==> src/rtl/bfly_pkg.sv <==
package bfly_pkg;

   // smallest r with 2**r >= v
   function automatic int unsigned log2c(input int unsigned v);
      int unsigned r;
      r = 0;
      while ((32'd1 << r) < v) r++;
      return r;
   endfunction

   function automatic int unsigned ones_of(input int unsigned v);
      int unsigned acc;
      acc = 0;
      for (int i = 0; i < 32; i++) acc += (v >> i) & 32'd1;
      return acc;
   endfunction

   function automatic int unsigned binom(input int unsigned n, input int unsigned k);
      int unsigned r;
      if (k > n) return 0;
      r = 1;
      for (int unsigned i = 1; i <= k; i++) r = r * (n - k + i) / i;
      return r;
   endfunction

   // first flag position of weight group p
   function automatic int unsigned group_base(input int unsigned lg, input int unsigned p);
      int unsigned acc;
      acc = 0;
      for (int unsigned q = 0; q < p; q++) acc += binom(lg, q);
      return acc;
   endfunction

   // output position of the leaf reached by path code (carry hops = ones)
   function automatic int unsigned sort_pos(input int unsigned lg, input int unsigned code);
      int unsigned p;
      int unsigned rank;
      p = ones_of(code);
      rank = 0;
      for (int unsigned j = 0; j < code; j++)
         if (ones_of(j) == p) rank++;
      return group_base(lg, p) + rank;
   endfunction

   // weight exponent of the flag at sorted position pos
   function automatic int unsigned group_of(input int unsigned lg, input int unsigned pos);
      int unsigned p;
      p = 0;
      while (p < lg && pos >= group_base(lg, p + 1)) p++;
      return p;
   endfunction

endpackage

==> src/rtl/bfly_half_adder.sv <==
module bfly_half_adder (
   input  logic a_i,
   input  logic b_i,
   output logic s_o,
   output logic c_o
);
   assign s_o = a_i ^ b_i;
   assign c_o = a_i & b_i;
endmodule

==> src/rtl/bfly_stage.sv <==
module bfly_stage #(
   parameter int unsigned PAD_W = 8,
   parameter int unsigned STAGE = 0
) (
   input  logic             clk,
   input  logic             rst_n,
   input  logic [PAD_W-1:0] din,
   output logic [PAD_W-1:0] dout
);
   import bfly_pkg::*;

   localparam int unsigned NB   = 1 << STAGE;
   localparam int unsigned BLK  = PAD_W >> STAGE;
   localparam int unsigned HALF = BLK / 2;

   if (BLK < 2) begin : g_bad_stage
      $error("bfly_stage: stage index leaves fewer than two bits per block");
   end

   // block b splits into sum block 2b and carry block 2b+1
   for (genvar b = 0; b < NB; b++) begin : g_blk
      for (genvar j = 0; j < HALF; j++) begin : g_ha
         bfly_half_adder u_ha (
            .a_i (din[b*BLK + j]),
            .b_i (din[b*BLK + j + HALF]),
            .s_o (dout[(2*b)*HALF + j]),
            .c_o (dout[(2*b+1)*HALF + j])
         );
      end
   end

   function automatic int unsigned wsum(input logic [PAD_W-1:0] v, input int unsigned blk);
      int unsigned acc;
      acc = 0;
      for (int unsigned i = 0; i < PAD_W; i++)
         if (v[i]) acc += 32'd1 << ones_of(i / blk);
      return acc;
   endfunction

   int unsigned w_in, w_out;
   always_comb begin
      w_in  = wsum(din, BLK);
      w_out = wsum(dout, HALF);
   end


   stage_conserve_chk: assert property (@(posedge clk) disable iff (!rst_n)
      w_out == w_in);

endmodule

==> src/rtl/bfly_network.sv <==
module bfly_network #(
   parameter int unsigned PAD_W = 8
) (
   input  logic             clk,
   input  logic             rst_n,
   input  logic [PAD_W-1:0] din,
   output logic [PAD_W-1:0] leaves
);
   import bfly_pkg::*;

   localparam int unsigned LG = log2c(PAD_W);

   logic [PAD_W-1:0] lvl [LG+1];

   assign lvl[0] = din;

   for (genvar s = 0; s < LG; s++) begin : g_stage
      bfly_stage #(.PAD_W(PAD_W), .STAGE(s)) u_stage (
         .clk  (clk),
         .rst_n(rst_n),
         .din  (lvl[s]),
         .dout (lvl[s+1])
      );
   end

   assign leaves = lvl[LG];
endmodule

==> src/rtl/bfly_reduce.sv <==
module bfly_reduce #(
   parameter int unsigned PAD_W = 8,
   parameter int unsigned CNT_W = 4
) (
   input  logic [PAD_W-1:0] leaves,
   output logic [PAD_W-1:0] flags,
   output logic [CNT_W-1:0] count
);
   import bfly_pkg::*;

   localparam int unsigned LG = log2c(PAD_W);

   if (CNT_W != LG + 1) begin : g_bad_cnt
      $error("bfly_reduce: count width must be log2(PAD_W)+1");
   end

   logic [CNT_W-1:0] term [PAD_W];

   for (genvar k = 0; k < PAD_W; k++) begin : g_leaf
      localparam int unsigned POS = sort_pos(LG, k);
      localparam int unsigned WEX = ones_of(k);
      assign flags[POS] = leaves[k];
      assign term[k]    = leaves[k] ? (CNT_W'(1) << WEX) : '0;
   end

   always_comb begin
      count = '0;
      for (int k = 0; k < int'(PAD_W); k++) count = count + term[k];
   end
endmodule

==> src/rtl/bfly_ones_count.sv <==
module bfly_ones_count #(
   parameter int unsigned WIDTH   = 64,
   parameter bit          REG_OUT = 1'b0,
   localparam int unsigned LG     = bfly_pkg::log2c(WIDTH),
   localparam int unsigned PAD_W  = 1 << LG,
   localparam int unsigned CNT_W  = LG + 1
) (
   input  logic             clk,
   input  logic             rst_n,
   input  logic [WIDTH-1:0] data_i,
   output logic [PAD_W-1:0] flags_o,
   output logic [CNT_W-1:0] count_o
);
   import bfly_pkg::*;

   if (WIDTH < 2) begin : g_bad_min
      $error("bfly_ones_count: WIDTH must be at least 2");
   end
   if (WIDTH > 4096) begin : g_bad_max
      $error("bfly_ones_count: WIDTH above 4096 is not supported");
   end

   logic [PAD_W-1:0] pad;
   logic [PAD_W-1:0] leaves;
   logic [PAD_W-1:0] flags_c;
   logic [CNT_W-1:0] cnt_c;

   if (PAD_W == WIDTH) begin : g_nopad
      assign pad = data_i;
   end else begin : g_pad
      assign pad = {{(PAD_W-WIDTH){1'b0}}, data_i};
   end

   bfly_network #(.PAD_W(PAD_W)) u_net (
      .clk   (clk),
      .rst_n (rst_n),
      .din   (pad),
      .leaves(leaves)
   );

   bfly_reduce #(.PAD_W(PAD_W), .CNT_W(CNT_W)) u_red (
      .leaves(leaves),
      .flags (flags_c),
      .count (cnt_c)
   );

   if (REG_OUT) begin : g_reg
      always_ff @(posedge clk or negedge rst_n) begin
         if (!rst_n) begin
            flags_o <= '0;
            count_o <= '0;
         end else begin
            flags_o <= flags_c;
            count_o <= cnt_c;
         end
      end


      reg_lat_chk: assert property (@(posedge clk) disable iff (!rst_n)
         $past(rst_n) |-> (count_o == $past(cnt_c) && flags_o == $past(flags_c)));
   end else begin : g_comb
      assign flags_o = flags_c;
      assign count_o = cnt_c;
   end


   count_match_chk: assert property (@(posedge clk) disable iff (!rst_n)
      int'(cnt_c) == $countones(data_i));


   parity_flag_chk: assert property (@(posedge clk) disable iff (!rst_n)
      flags_c[0] == ^data_i);


   top_flag_chk: assert property (@(posedge clk) disable iff (!rst_n)
      flags_c[PAD_W-1] == (&pad));

   for (genvar i = 0; i < PAD_W; i++) begin : g_bound
      localparam int unsigned GP = group_of(LG, i);

      weight_bound_chk: assert property (@(posedge clk) disable iff (!rst_n)
         flags_c[i] |-> ($countones(data_i) >= (1 << GP)));
   end

endmodule

==> config.mk <==
export PLATFORM = sky130hd
export DESIGN_NAME = bfly_ones_count
export DESIGN_NICKNAME = d
export VERILOG_FILES = /design/src/rtl/bfly_pkg.sv /design/src/rtl/bfly_half_adder.sv /design/src/rtl/bfly_stage.sv /design/src/rtl/bfly_network.sv /design/src/rtl/bfly_reduce.sv /design/src/rtl/bfly_ones_count.sv
export SDC_FILE = /design/constraint.sdc
export NUM_CORES = 1
export LEC_CHECK = 0
export CORE_MARGIN = 1.5
export CORE_UTILIZATION = 55
export DETAILED_ROUTE_END_ITERATION = 6
export PLACE_DENSITY = 0.91
export SLEW_MARGIN = 10
export SYNTH_ARGS = -nofsm -noshare
export SYNTH_HDL_FRONTEND = slang
export SYNTH_SLANG_ARGS = --single-unit
==> constraint.sdc <==
create_clock -name vclk -period 18.7
set_clock_uncertainty 0.2 [all_clocks]
set_input_delay 1.87 -clock vclk [all_inputs]
set_output_delay 1.87 -clock vclk [all_outputs]
set_load 0.05 [all_outputs]
=== Word-level counts from Yosys, hierarchy flattened ===
Cells that the tools add are included.

* Multiplexer cells: 64
* $lt $le $gt $ge: 0
* Eq/ne operators: 0
* Divide/modulo/power cells: 0
* $mul: 0
* Add/subtract/negate cells: 63
* Bitwise gates (word level): 384
* Reduce and logical (&&, ||, !) cells: 0
* Shifts and indexed selects: 0

{| class="wikitable"
|+ Operators by type and width
! kind !! number
|-
| 7-bit adder || 63
|-
| 1-bit bitwise AND || 192
|-
| 1-bit bitwise XOR || 192
|-
| 4-bit 2-to-1 mux || 20
|-
| 5-bit 2-to-1 mux || 15
|-
| 3-bit 2-to-1 mux || 15
|-
| 6-bit 2-to-1 mux || 6
|-
| 2-bit 2-to-1 mux || 6
|-
| 7-bit 2-to-1 mux || 1
|-
| 1-bit 2-to-1 mux || 1
|}

* Latch bits: 0
* Memories kept: 0
* Bits in writable memories: 0
* Output and inout port bits: 71
* Memory bits (read-only): 0
* Register bits: 0
* Input bits: 66
* Word-level logic and storage cells: 511

=== Longest topological paths before layout ===
Gate-level depths: netlist of run 1.

* Depth in word-level cells: 70
* Gate-level depth with buffers: 23
* Depth with buffers taken out: 23

=== Cells and area by module ===
From an unflattened synthesis of run 1, not the netlist that was laid out.

* Cell total of the unflattened synthesis: 450
* Area, all modules: 4688.2 um2

{| class="wikitable"
|+ Modules (own cells, without submodules)
! module !! area each (um2) !! cells each !! seq. area each (um2) !! instances
|-
| bfly_half_adder || 12.5 || 1 || 0.0 || 192
|-
| bfly_reduce || 2285.9 || 258 || 0.0 || 1
|}

=== Least setup slack after synthesis of run 1 ===
OpenSTA, ideal clock, no wires.

* Kind: input -> output
* Start point: input port data_i[2]
* End point: output port count_o[5]
* Buffers on the path: 0
* Cell stages on the path: 18
* Slack: 7.812 ns
* Data arrival time: 8.818 ns
* Required time: 16.630 ns
* Path through: ha_1 -> ha_1 -> ha_1 -> ha_1 -> ha_1 -> ha_1 -> fa_1 -> inv_1 -> fa_1 -> fa_1 -> fa_1 -> inv_1 -> ha_1 -> fa_1 -> ha_1 -> o21a_1 -> o21a_1 -> o311ai_0

{| class="wikitable"
|+ RTL lines
! item !! line !! RTL
|-
| start: declaration || bfly_ones_count.sv:10 || <nowiki>input logic [WIDTH-1:0] data_i,</nowiki>
|-
| 1-bit bitwise XOR (4 in a row) || bfly_half_adder.sv:7 || <nowiki>assign s_o = a_i ^ b_i;</nowiki>
|-
| 1-bit bitwise AND (2 in a row) || bfly_half_adder.sv:8 || <nowiki>assign c_o = a_i & b_i;</nowiki>
|-
| net u_net.g_stage[5].u_stage.g_blk[1].g_ha[0].u_ha.c_o || bfly_half_adder.sv:5 || <nowiki>output logic c_o</nowiki>
|-
| 3-bit 2-to-1 mux || bfly_reduce.sv:23 || <nowiki>assign term[k] = leaves[k] ? (CNT_W'(1) << WEX) : '0;</nowiki>
|-
| 7-bit adder (61 in a row) || bfly_reduce.sv:28 || <nowiki>for (int k = 0; k < int'(PAD_W); k++) count = count + term[k];</nowiki>
|-
| end: declaration || bfly_ones_count.sv:12 || <nowiki>output logic [CNT_W-1:0] count_o</nowiki>
|}

The timed path passes the listed nets, and every way through them passes these cells.

=== Worst setup path after layout of run 1 ===
* Start point: input port data_i[5]
* End point: output port count_o[5]

* Cells in the longest elaborated chain, start to end: 70

{| class="wikitable"
|+ RTL lines
! item !! line
|-
| 1-bit bitwise XOR (5 in a row) || bfly_half_adder.sv:7
|-
| 1-bit bitwise XOR or 1-bit bitwise AND (tied branches) || bfly_half_adder.sv:7, bfly_half_adder.sv:8
|-
| 1-bit 2-to-1 mux or 2-bit 2-to-1 mux (tied branches) || bfly_reduce.sv:23
|-
| 7-bit adder (61 in a row) || bfly_reduce.sv:28
|-
| 7-bit adder * (2 in a row) || bfly_reduce.sv:28
|}

Mark *: on every way between the ends. The rest lies on a longest branch, timed or not.

==> results of run 1 <==
[through the flow]
stage	std cells	hold WS (ps)	utilization [%]	area, sq um	setup WS, ps
after detailed placement	617	5563	68.74	5648	7815
after global routing	617	5647	68.74	5648	7462
after floorplan	442	4410	-	4653	7812
after global placement	617	5560	68.74	5648	7788
final	617	5547	68.74	5648	7762
after CTS	617	5556	68.74	5648	7784
[per-layer routing]
layer	global-route usage (%)	vias to the layer above	share of wire, %	routed length [um]
li1	-	1548	-	-
met4	7.214	0	3.0	332
met3	5.475	20	8.6	952
met1	29.53	1502	38	4200
met5	0	-	0	0
met2	47.38	128	50	5577
[kinds of logic after synthesis]
| kind of cell | count (synthesis) | synth area share, % |
|---|---|---|
| AO/OA/AOI/OAI | 9 | 1.398 |
| XOR/XNOR | 14 | 2.931 |
| adder cells (fa/ha/maj) | 257 | 76.85 |
| buffers and inverters | 149 | 17.26 |
| AND/OR/NAND/NOR | 13 | 1.560 |
[layout by cell type (no fill, tap or decap)]
cell / instances
a31oi_1: 1
o311ai_0: 1
inv_1: 84
nand2_1: 1
fa_1: 48
xnor3_1: 1
nor2_1: 2
o21ai_0: 1
a21o_1: 1
a21oi_1: 1
ha_1: 209
xor2_1: 4
xnor2_1: 9
o2111ai_1: 1
nand2b_1: 1
nor3b_1: 1
a311oi_1: 1
nor3_1: 2
o21a_1: 2
and2_1: 3
nor2b_1: 3
clkdlybuf4s50_1: 135
[final cells by class]
class | count | area, sq um | area share (%)
multi-input combinational | 293 | 3850 | 68.17
timing repair buffer | 135 | 1351 | 23.93
inverter | 84 | 315.3 | 5.583
tap | 105 | 131.4 | 2.326
[how the worst max path moves through the flow]
stage | slack (ps) | end | cells past startpoint | start
finish | 7760 | count_o[5] | 23 | data_i[5]
global route | 7460 | count_o[5] | 20 | data_i[17]
CTS | 7780 | count_o[5] | 20 | data_i[9]
detailed placement | 7820 | count_o[6] | 23 | data_i[9]
global placement | 7790 | count_o[5] | 20 | data_i[9]
floorplan | 7810 | count_o[5] | 18 | data_i[2]
==> impl_metrics.json, run 1 <==
{
  "first_global_vias": 3646,
  "syn-cell-area_sq_um": 4653,
  "drv_slew": 0,
  "critPathBufInv": 7,
  "cts-resized-gates": 0,
  "drc": 0,
  "hold-path-endpoint": "flags_o[11]",
  "port_buffers": 135,
  "final_nets": 837,
  "cp-start-kind": "primary input",
  "crit_family": "adder cells",
  "yosysWarnings": 0,
  "critical_path_class": "in2out",
  "num_vias": 3198,
  "fillers": 621,
  "cts_hold_buf": 0,
  "core_area_sq_um": 8217,
  "vias_per_cell": 5.183,
  "register_area_sq_um": 0,
  "area_growth_syn_to_layout_pct": 21.38,
  "outcome": "finished, final reports clean",
  "cap_violations": 0,
  "syn_inst": 442,
  "slew_headroom_pct": 61.43,
  "yosys.area.top_type": "ha_1",
  "rsz0062_at_grt": "false",
  "min_period_ps": 10940,
  "diodes": 0,
  "setup_viol": 0,
  "ioPinCount": 137,
  "slowest_delay_ps": 870,
  "grt_usage_pct": 25.67,
  "hpwl_mm": 10.66,
  "gp_congestion": 0.9028,
  "drt-initial-drc-count": 79,
  "cp_common_cell": "ha_1",
  "crit_path_top_delay_cell": "clkdlybuf4s50_1",
  "fmax_mhz": 91.43,
  "yosysUniqueCellTypes": 22,
  "worst_pin_slew_ps": 576.7,
  "die_h_um": 94.98,
  "cp_data_required_time_ps": 16630,
  "tns_ps": 0,
  "initial_utilization_pct": 56.63,
  "drt_first_pass_iters": 4,
  "synth_most_common_cell": "ha_1",
  "whs_path_depth": 8,
  "rows": 33,
  "seq_cell_count": 0,
  "period_share_pct": 58.49,
  "arrival_ps": 8870,
  "hold_viol": 0,
  "critical_path.max_fanout": 5,
  "routed_wl_mm": 11.06,
  "dieArea_sq_um": 9021,
  "synth_top_area_share_pct": 56.20,
  "grt_pass1_wl_mm": 17.35,
  "worst_setup_path_end_kind": "output pin",
  "fp.dieW_um": 94.98,
  "antenna_found_initial": 0,
  "synth_area_leaders": "ha_1 56%, fa_1 21%, buf_4 10%, inv_1 6.8%, xnor2_1 1.7%",
  "synth_common_cells": "209 x ha_1, 84 x inv_1, 65 x buf_4",
  "synthesis.nets": 765,
  "post_cts_buffers": 0,
  "ys_seq_area_share_pct": 0,
  "grt_overflow": 0,
  "hp-class": "in2out",
  "grt_max_degree": 9,
  "nClkBuffers": 0,
  "drtAntennaViolNets": 0,
  "drive_above_1_share_pct": 0,
  "syn_area_per_cell_sq_um": 10.53,
  "min-delay-start": "data_i[63]",
  "wl_per_cell_um": 17.93,
  "path_cells": "clkdlybuf4s50_1, ha_1, ha_1, ha_1, ha_1, ha_1, ha_1, inv_1, fa_1, inv_1, fa_1, fa_1, fa_1, inv_1, fa_1, inv_1, fa_1, ha_1, inv_1, nor3_1, a311oi_1, o311ai_0, clkdlybuf4s50_1"
}
Power of run 1 is not shown: default switching activity piles up to over one toggle a cycle in this logic, so the estimate is an artifact.
==> run 2, diff against run 1 <==
--- a/config.mk
+++ b/config.mk
@@ -6,9 +6,9 @@
 export NUM_CORES = 1
 export LEC_CHECK = 0
 export CORE_MARGIN = 1.5
-export CORE_UTILIZATION = 55
+export CORE_UTILIZATION = 51
 export DETAILED_ROUTE_END_ITERATION = 6
-export PLACE_DENSITY = 0.91
+export PLACE_DENSITY = 0.85
 export SLEW_MARGIN = 10
 export SYNTH_ARGS = -nofsm -noshare
 export SYNTH_HDL_FRONTEND = slang
==> constraint.sdc (replaced) <==
create_clock -name vclk -period 11
set_clock_uncertainty 0.2 [all_clocks]
set_input_delay 1.1 -clock vclk [all_inputs]
set_output_delay 1.1 -clock vclk [all_outputs]
set_load 0.05 [all_outputs]
==> run 2 against run 1 <==
  * Worst hold slack lost 1500 ps
  * Utilization fell by 4.2 points
  * Die area grew 7.6%
  * Sequential cell count unchanged
  * Global-route usage is 3.5 points lower
  * Setup slack lost 6200 ps
  * Final cell count is 0.49% higher
  * Non-clock buffer count stayed put
  * Critical path depth decreased by 3
  * Critical path type unchanged
  * Critical endpoint unchanged
==> impl_metrics.json, run 2 (synthesis results as in run 1) <==
{
  "hpwl_mm": 10.45,
  "drtAntennaViolNets": 0,
  "nClkBuffers": 0,
  "fp.dieW_um": 98.52,
  "post_cts_buffers": 0,
  "min_period_ps": 9458,
  "final_area_sq_um": 5652,
  "hold_viol": 0,
  "crit_family": "adder cells",
  "diodes": 0,
  "path_depth": 20,
  "crit_path_top_delay_cell": "clkdlybuf4s50_1",
  "layout_common_cells": "209 x ha_1, 135 x clkdlybuf4s50_1, 84 x inv_1, 48 x fa_1, 9 x xnor2_1",
  "cts_hold_buf": 0,
  "port_buffers": 135,
  "arrival_ps": 8160,
  "drive_above_1_share_pct": 0,
  "grt_pass1_wl_mm": 17.19,
  "ioPinCount": 137,
  "wl_per_cell_um": 17.33,
  "outcome": "finished, final reports clean",
  "critPathBufInv": 4,
  "tns_ps": 0,
  "seq_cell_count": 0,
  "worst_setup_path_end_kind": "output pin",
  "placed_area_sq_um": 5652,
  "gp_congestion": 0.9430,
  "final_nets": 837,
  "area_growth_syn_to_layout_pct": 21.46,
  "num_vias": 3146,
  "drt-initial-drc-count": 36,
  "first_global_vias": 3573,
  "rows": 34,
  "grt_max_degree": 9,
  "drv_slew": 0,
  "cp-start-kind": "primary input",
  "hold-path-endpoint": "flags_o[3]",
  "final_common_cell": "ha_1",
  "vias_per_cell": 5.074,
  "cp_common_cell": "ha_1",
  "register_area_sq_um": 0,
  "critical_path.max_fanout": 3,
  "fmax_mhz": 105.7,
  "whs_path_depth": 8,
  "antenna_found_initial": 0,
  "die_h_um": 98.52,
  "worst_pin_slew_ps": 548.5,
  "routed_wl_mm": 10.74,
  "cp_data_required_time_ps": 9700,
  "grt_overflow": 0,
  "grt_usage_pct": 22.20,
  "fillers": 685,
  "core_area_sq_um": 8763,
  "path_cells": "clkdlybuf4s50_1, ha_1, ha_1, ha_1, ha_1, ha_1, ha_1, fa_1, inv_1, fa_1, fa_1, fa_1, inv_1, ha_1, fa_1, ha_1, o21a_1, o21a_1, o311ai_0, clkdlybuf4s50_1",
  "period_share_pct": 85.98,
  "initial_utilization_pct": 53.10,
  "critical_path_class": "in2out",
  "drt_first_pass_iters": 4,
  "drc": 0,
  "setup_viol": 0,
  "slowest_delay_ps": 870,
  "hp-class": "in2out",
  "slew_headroom_pct": 63.32,
  "dieArea_sq_um": 9706,
  "rsz0062_at_grt": "false",
  "cap_violations": 0,
  "min-delay-start": "data_i[63]",
  "cts-resized-gates": 0
}
==> run 2: cell counts in the layout (fill, tap and decap cells not counted) <==
No cell type changed its count.
==> run 2: how the worst max path moves through the flow <==
stage	startpoint	end	slack [ps]
3_3_place_gp	data_i[4]	count_o[5]	1640
4_1_cts	data_i[2]	count_o[5]	1510
2_1_floorplan	data_i[2]	count_o[5]	1650
3_5_place_dp	data_i[2]	count_o[5]	1530
6_report	data_i[12]	count_o[5]	1540
5_1_grt	data_i[12]	count_o[5]	1280
==> run 2: metal layers <==
metal / global-route usage, % / vias to the layer above / wire length, um
li1: - / 1553 / -
met1: 28.22 / 1475 / 4503
met5: 0 / - / 0
met2: 39.99 / 103 / 5333
met4: 3.792 / 0 / 218
met3: 3.759 / 15 / 689
==> run 2: stage by stage <==
step	setup slack, ps	hold slack, ps	std cells	utilization, %
after CTS	1506	4044	620	64.49
after global placement	1640	4025	620	64.49
after global routing	1276	4127	620	64.49
after floorplan	1652	2870	442	-
after detailed placement	1528	4035	620	64.49
final	1542	4046	620	64.49
==> run 2: layout make-up <==
class / count / area, sq um / area share (%)
well taps: 108 / 135.1 / 2.391
repair buffers: 135 / 1351 / 23.91
multi-input cells: 293 / 3850 / 68.12
inverters: 84 / 315.3 / 5.579
Power of run 2 is left out for the same reason.
